--- config.mk ---
export PLATFORM = sky130hd
export DESIGN_NAME = snd_alu
export DESIGN_NICKNAME = d
export VERILOG_FILES = /design/src/rtl/snd_alu_pkg.sv /design/src/rtl/snd_alu_byte.sv /design/src/rtl/snd_alu_decadj.sv /design/src/rtl/snd_alu_pair.sv /design/src/rtl/snd_alu.sv
export SDC_FILE = /design/constraint.sdc
export NUM_CORES = 1
export LEC_CHECK = 0
export ABC_AREA = 1
export ABC_CLOCK_PERIOD_IN_PS = 107700
export BUFFER_PORTS_ARGS = -buffer_cell sky130_fd_sc_hd__buf_4
export CORE_ASPECT_RATIO = 0.8
export CORE_MARGIN = 2
export CORE_UTILIZATION = 55
export CTS_CLUSTER_SIZE = 14
export DETAILED_ROUTE_END_ITERATION = 8
export PLACE_DENSITY_LB_ADDON = 0.05
export SLEW_MARGIN = 20
export SYNTH_ARGS = -nofsm -noshare
export SYNTH_HDL_FRONTEND = slang
export SYNTH_SLANG_ARGS = --single-unit
--- constraint.sdc ---
create_clock -name clk -period 107.7 [get_ports clk]
set_input_delay 21.54 -clock clk [delete_from_list [all_inputs] [get_ports clk]]
set_output_delay 21.54 -clock clk [all_outputs]
set_load 0.01 [all_outputs]
--- src/rtl/snd_alu_pkg.sv ---
package snd_alu_pkg;
    localparam int DW = 8;
    localparam int WW = 2 * DW;

    typedef enum logic [3:0] {
        OP_ADC  = 4'd0,
        OP_SBC  = 4'd1,
        OP_CMP  = 4'd2,
        OP_AND  = 4'd3,
        OP_OR   = 4'd4,
        OP_EOR  = 4'd5,
        OP_XCN  = 4'd6,
        OP_DAA  = 4'd7,
        OP_DAS  = 4'd8,
        OP_MUL  = 4'd9,
        OP_DIV  = 4'd10,
        OP_ADDW = 4'd11,
        OP_SUBW = 4'd12,
        OP_CMPW = 4'd13,
        OP_NOP0 = 4'd14,
        OP_NOP1 = 4'd15
    } alu_op_e;

    typedef struct packed {
        logic n;
        logic v;
        logic h;
        logic z;
        logic c;
    } alu_flags_t;

    typedef struct packed {
        logic [DW-1:0] a;
        logic [DW-1:0] y;
        alu_flags_t    f;
    } alu_out_t;

    function automatic logic is_zero8(input logic [DW-1:0] x);
        return (x == '0);
    endfunction
endpackage

--- src/rtl/snd_alu_byte.sv ---
module snd_alu_byte
    import snd_alu_pkg::*;
(
    input  alu_op_e       op,
    input  logic [DW-1:0] a,
    input  logic [DW-1:0] b,
    input  alu_flags_t    fin,
    output logic [DW-1:0] r,
    output alu_flags_t    fout
);
    logic [DW:0]   sum9, dif9, cmp9;
    logic [DW-1:0] hx, zsrc;

    assign sum9 = {1'b0, a} + {1'b0, b} + {{DW{1'b0}}, fin.c};
    assign dif9 = {1'b0, a} - {1'b0, b} - {{DW{1'b0}}, ~fin.c};
    assign cmp9 = {1'b0, a} - {1'b0, b};

    always_comb begin
        r    = a;
        fout = fin;
        hx   = '0;
        zsrc = a;
        case (op)
            OP_ADC: begin
                r      = sum9[DW-1:0];
                fout.c = sum9[DW];
                fout.v = ~(a[DW-1] ^ b[DW-1]) & (b[DW-1] ^ sum9[DW-1]);
                hx     = a ^ b ^ sum9[DW-1:0];
                fout.h = hx[4];
                zsrc   = r;
            end
            OP_SBC: begin
                r      = dif9[DW-1:0];
                fout.c = ~dif9[DW];
                fout.v = (a[DW-1] ^ b[DW-1]) & (a[DW-1] ^ dif9[DW-1]);
                hx     = a ^ b ^ dif9[DW-1:0];
                fout.h = ~hx[4];
                zsrc   = r;
            end
            OP_CMP: begin
                fout.c = ~cmp9[DW];
                zsrc   = cmp9[DW-1:0];
            end
            OP_AND: begin r = a & b; zsrc = r; end
            OP_OR:  begin r = a | b; zsrc = r; end
            OP_EOR: begin r = a ^ b; zsrc = r; end
            OP_XCN: begin r = {a[3:0], a[DW-1:4]}; zsrc = r; end
            default: ;
        endcase
        fout.n = zsrc[DW-1];
        fout.z = is_zero8(zsrc);
    end
endmodule

--- src/rtl/snd_alu_decadj.sv ---
module snd_alu_decadj
    import snd_alu_pkg::*;
(
    input  logic          sub,
    input  logic [DW-1:0] a,
    input  logic          c_in,
    input  logic          h_in,
    output logic [DW-1:0] r,
    output logic          c_out
);
    localparam logic [DW-1:0] LO_FIX = 8'h06;
    localparam logic [DW-1:0] HI_FIX = 8'h60;
    localparam logic [DW-1:0] HI_LIM = 8'h9F;

    logic [DW-1:0] step1;
    logic          lo_big, lo_do, hi_do;

    always_comb begin
        lo_big = (a[3:0] > 4'd9);
        lo_do  = sub ? (lo_big | ~h_in) : (lo_big | h_in);
        if (lo_do) step1 = sub ? a - LO_FIX : a + LO_FIX;
        else       step1 = a;
        hi_do  = sub ? ((step1 > HI_LIM) | ~c_in) : ((step1 > HI_LIM) | c_in);
        if (hi_do) r = sub ? step1 - HI_FIX : step1 + HI_FIX;
        else       r = step1;
        c_out  = sub ? ~hi_do : hi_do;
    end
endmodule

--- src/rtl/snd_alu_pair.sv ---
module snd_alu_pair
    import snd_alu_pkg::*;
(
    input  alu_op_e       op,
    input  logic [DW-1:0] a,
    input  logic [DW-1:0] y,
    input  logic [DW-1:0] b,
    input  logic [WW-1:0] w,
    input  alu_flags_t    fin,
    output alu_out_t      out
);
    logic [WW-1:0] ya, prod, quo, wres;
    logic [WW:0]   s17, d17;
    logic [DW:0]   rem;

    assign ya   = {y, a};
    assign prod = a * y;
    assign s17  = {1'b0, ya} + {1'b0, w};
    assign d17  = {1'b0, ya} - {1'b0, w};

    always_comb begin
        rem = '0;
        quo = '0;
        for (int i = WW - 1; i >= 0; i--) begin
            rem = {rem[DW-1:0], ya[i]};
            if (rem >= {1'b0, b}) begin
                rem    = rem - {1'b0, b};
                quo[i] = 1'b1;
            end
        end
    end

    always_comb begin
        out.a = a;
        out.y = y;
        out.f = fin;
        wres  = ya;
        case (op)
            OP_MUL: begin
                {out.y, out.a} = prod;
                out.f.n = prod[WW-1];
                out.f.z = is_zero8(prod[WW-1:DW]);
            end
            OP_DIV: begin
                if (b == '0) begin
                    out.a = '1;
                    out.y = a;
                end else begin
                    out.a = quo[DW-1:0];
                    out.y = rem[DW-1:0];
                end
                out.f.v = 1'b0;
                out.f.n = out.a[DW-1];
                out.f.z = is_zero8(out.a);
            end
            OP_ADDW: begin
                wres    = s17[WW-1:0];
                {out.y, out.a} = wres;
                out.f.c = s17[WW];
                out.f.v = ~(ya[WW-1] ^ w[WW-1]) & (w[WW-1] ^ wres[WW-1]);
                out.f.n = wres[WW-1];
                out.f.z = (wres == '0);
            end
            OP_SUBW: begin
                wres    = d17[WW-1:0];
                {out.y, out.a} = wres;
                out.f.c = ~d17[WW];
                out.f.v = (ya[WW-1] ^ w[WW-1]) & (ya[WW-1] ^ wres[WW-1]);
                out.f.n = wres[WW-1];
                out.f.z = (wres == '0);
            end
            OP_CMPW: begin
                wres    = d17[WW-1:0];
                out.f.c = ~d17[WW];
                out.f.n = wres[WW-1];
                out.f.z = (wres == '0);
            end
            default: ;
        endcase
    end
endmodule

--- src/rtl/snd_alu.sv ---
module snd_alu
    import snd_alu_pkg::*;
(
    input  logic          clk,
    input  logic          rst,
    input  logic [3:0]    op,
    input  logic [DW-1:0] in_a,
    input  logic [DW-1:0] in_y,
    input  logic [DW-1:0] in_b,
    input  logic [WW-1:0] in_w,
    input  logic          c_in,
    input  logic          h_in,
    input  logic          v_in,
    output logic [DW-1:0] res_a,
    output logic [DW-1:0] res_y,
    output logic          flag_n,
    output logic          flag_v,
    output logic          flag_h,
    output logic          flag_z,
    output logic          flag_c
);
    alu_op_e       opc;
    alu_flags_t    fin, byte_f;
    logic [DW-1:0] byte_r, da_r;
    logic          da_c;
    alu_out_t      pair_o, nxt, q;
    logic          primed;

    assign opc = alu_op_e'(op);
    assign fin = '{n: 1'b0, v: v_in, h: h_in, z: 1'b0, c: c_in};

    snd_alu_byte u_byte (
        .op(opc), .a(in_a), .b(in_b), .fin(fin), .r(byte_r), .fout(byte_f)
    );

    snd_alu_decadj u_dec (
        .sub(opc == OP_DAS), .a(in_a), .c_in(c_in), .h_in(h_in),
        .r(da_r), .c_out(da_c)
    );

    snd_alu_pair u_pair (
        .op(opc), .a(in_a), .y(in_y), .b(in_b), .w(in_w), .fin(fin), .out(pair_o)
    );

    always_comb begin
        nxt.a = in_a;
        nxt.y = in_y;
        nxt.f = fin;
        case (opc)
            OP_ADC, OP_SBC, OP_CMP, OP_AND, OP_OR, OP_EOR, OP_XCN: begin
                nxt.a = byte_r;
                nxt.f = byte_f;
            end
            OP_DAA, OP_DAS: begin
                nxt.a   = da_r;
                nxt.f.c = da_c;
                nxt.f.n = da_r[DW-1];
                nxt.f.z = is_zero8(da_r);
            end
            OP_MUL, OP_DIV, OP_ADDW, OP_SUBW, OP_CMPW: nxt = pair_o;
            default: ;
        endcase
    end

    always_ff @(posedge clk) begin
        if (rst) begin
            q      <= '0;
            primed <= 1'b0;
        end else begin
            q      <= nxt;
            primed <= 1'b1;
        end
    end

    assign res_a  = q.a;
    assign res_y  = q.y;
    assign flag_n = q.f.n;
    assign flag_v = q.f.v;
    assign flag_h = q.f.h;
    assign flag_z = q.f.z;
    assign flag_c = q.f.c;

    // compare leaves both registers untouched
    a_r3_cmp_keeps_regs: assert property (@(posedge clk) disable iff (rst)
        (primed && $past(op) == 4'd2) |-> (res_a == $past(in_a) && res_y == $past(in_y)));

    // logic and swap ops pass C, V, H through
    a_r4_logic_keeps_cvh: assert property (@(posedge clk) disable iff (rst)
        (primed && $past(op) >= 4'd3 && $past(op) <= 4'd6) |->
        (flag_c == $past(c_in) && flag_v == $past(v_in) && flag_h == $past(h_in)));

    // divide always clears overflow
    a_r8_div_clears_v: assert property (@(posedge clk) disable iff (rst)
        (primed && $past(op) == 4'd10) |-> !flag_v);

    // divide by zero gives a defined result
    a_r9_div_zero: assert property (@(posedge clk) disable iff (rst)
        (primed && $past(op) == 4'd10 && $past(in_b) == 8'h00) |->
        (res_a == 8'hFF && res_y == $past(in_a)));

    // zero flag of byte-writing ops tracks the new A
    a_r12_zero_tracks_a: assert property (@(posedge clk) disable iff (rst)
        (primed && ($past(op) <= 4'd1 || ($past(op) >= 4'd3 && $past(op) <= 4'd8))) |->
        (flag_z == (res_a == 8'h00)));
endmodule

==> results by group <==
Run status
  • Status: complete, no violations

Placement
  • Pre-CTS WS: 54.32 ns
  • Final Wtd Congestion: 0.9670
  • DP Wirelength: 33.11 mm
  • IO buf count: 69
  • Inst Count DP: 2518

Finish
  • Layout net count: 2532
  • Diode count: 0
  • Layout area overhead: 5.741%
  • Layout cells sized above 1: 9.211%
  • Final cell count without fillers: 2522

Hold path
  • Min-delay src: rst
  • Worst Hold End: flag_c$_SDFF_PP0_
  • Hold depth: 2
  • HP Class: input port to register

Logic synthesis
  • Mapped Area: 0.01386 mm²
  • Most frequent cells after synthesis: inv_1, nand2_1, ha_1, a21oi_1, nor2_1
  • Syn Area/Cell: 6.396 µm²
  • Syn nets: 2494
  • Post-synth EDFFs: 0
  • Post-synthesis register bit count: 21
  • Fraction of registers with async set/reset: 0%
  • Seq/Total Area, Yosys: 3.033%
  • Area contributors post-synth: ha_1, inv_1, nand2_1
  • Count of cell types in the netlist: 58
  • Synth Instances: 2167
  • Most common cell in the netlist: inv_1
  • Largest area contributor in the netlist: ha_1
  • Yosys Warn Count: 0
  • Top cell type's share of synthesized area: 19.86%
  • Top FF cell, synth: dfxtp_1

Clocking
  • CTS resizes: 0
  • Clock buffer depth: 2
  • Hold_buf cts: 0
  • Clock input transition at the sequential cells of the worst setup and hold paths: 0.06 ns
  • TritonCTS buffer count: 3
  • H-tree depth: 1
  • Root Buffer: clkbuf_16
  • Sink Count: 21
  • TritonCTS clock tree: built
  • Setup Buffers After CTS: 0

STA
  • Headroom to the max-slew limit: 41.27%
  • Maximum clock frequency: 0.01872 GHz
  • Final worst slack: 54.28 ns
  • Pins Over Slew Limit: 0
  • Final Cycle Share: 49.60%
  • Final Hold Violating Endpoints: 0
  • Pin slew with the least headroom to its limit: 0.8810 ns
  • RSZ-0062 raised after global routing: no
  • Final min period: 53.42 ns
  • Final Setup Violations: 0
  • TNS Setup: 0 ns

Detailed routing
  • Vias: 14240
  • DRT iter0 DRCs: 1199
  • Drt wl/cell: 16.60 µm
  • Final ANT Viol Nets: 0
  • DRC: 0
  • DRT Pass-1 Iters: 5
  • Avg Vias per Cell: 5.646
  • Final wirelength: 41.87 mm

Setup path
  • Critical path origin: in_y[7]
  • Type of origin of the critical path: input port
  • Critical Path Slowest Stage Cell: a221oi_1
  • Crit path capture type: register
  • Most frequent CP cell: inv_1
  • Crit Path Class: input port to register
  • WP data required: 107.91 ns
  • Max stage delay on crit path: 0.76 ns
  • Arrival time worst endpoint: 53.63 ns
  • Crit Path Max Fanout: 17

Global route
  • Vias in the first global route: 12790
  • Met1 Use GR: 47.49%
  • GR Util met3: 4.354%
  • Initial antenna violation count: 1
  • Busiest grt layer: met1
  • GR Util met2: 45.94%
  • Largest net degree at the start of global routing: 23
  • Overall Global Routing Usage: 30.92%
  • Gr ovfl total: 0
  • First-pass GRT wire length: 66.68 mm

Die
  • Core Box Area: 0.02457 mm²
  • Die Y: 146.0 µm
  • Initial Util: 56.42%
  • Die span in x: 181.5 µm
  • Row count: 51
  • Io pins: 70
  • Full die area: 0.02650 mm²

Run
  • Max-cap violation count: 0
flip-flops by register name (all words and copies together), names as in the netlist:
name	cells
flag_h	1
flag_v	1
res_y	8
res_a	8
flag_c	1
flag_n	1
flag_z	1
cell usage in the layout (no fill, tap or decap), types with 21 or more instances in the layout:
cell and instances:
inv_1 429, nand2_1 411, ha_1 220, a21oi_1 165, nor2_1 144, o21ai_0 99, nand3_1 99, xor2_1 95
buf_4 78, fa_1 58, o21bai_1 38, nand4_1 34, xnor2_1 33, o21ai_1 25, nand2_2 22, nor3_1 21
dfxtp_1 21
how the worst max path moves through the flow:
stage,to,slack [ns]
after global routing,res_a[0]$_SDFF_PP0_,50.68
final,flag_z$_SDFF_PP0_,54.28
after detailed placement,res_y[2]$_SDFF_PP0_,54.32
after global placement,res_y[2]$_SDFF_PP0_,55.55
after floorplan,res_y[0]$_SDFF_PP0_,57.44
after CTS,res_y[2]$_SDFF_PP0_,54.53
worst max-delay path, delay by kind of cell:
family / cells / cell delay (ns)
adders and majority gates: 17 / 4.93
and+or+nand+nor: 88 / 9.97
AOI/OAI and AO/OA: 69 / 13.43
buffers and inverters: 44 / 3.70
cell type report:
cell class | instances | area [µm²]
Clock buffer | 3 | 75.07
Clock inverter | 1 | 5.005
Fill cell | 2380 | 9911
Inverter | 442 | 1664
Multi-Input combinational cell | 1659 | 11510
Sequential cell | 21 | 420.4
Tap cell | 318 | 397.9
Timing Repair Buffer | 78 | 585.6
layer usage:
layer / share of wire, % / up-vias
met5: 0 / -
met4: 2.0 / 0
met3: 9.2 / 73
met2: 40 / 580
met1: 49 / 6470
li1: - / 7117
logic make-up after synthesis:
| group | count (synthesis) | synth area share, % |
|---|---|---|
| AOI/OAI and AO/OA | 417 | 17.72 |
| xor gates and xnor gates | 128 | 8.088 |
| adders and majority gates | 278 | 28.24 |
| buffers and inverters | 487 | 13.94 |
| DFF | 21 | 3.033 |
| muxes | 1 | 0.07222 |
| and+or+nand+nor | 835 | 28.91 |
per-stage QoR:
step	hold slack, ns	cell area (µm²)	utilization [%]
final	21.53	14660	59.66
after global placement	21.79	14580	59.33
after global routing	21.54	14660	59.66
after detailed placement	21.80	14580	59.33
after CTS	21.52	14660	59.66
after floorplan	21.71	13860	-
Power is not shown: default switching activity piles up to over one toggle a cycle in this logic, so the estimate is an artifact.
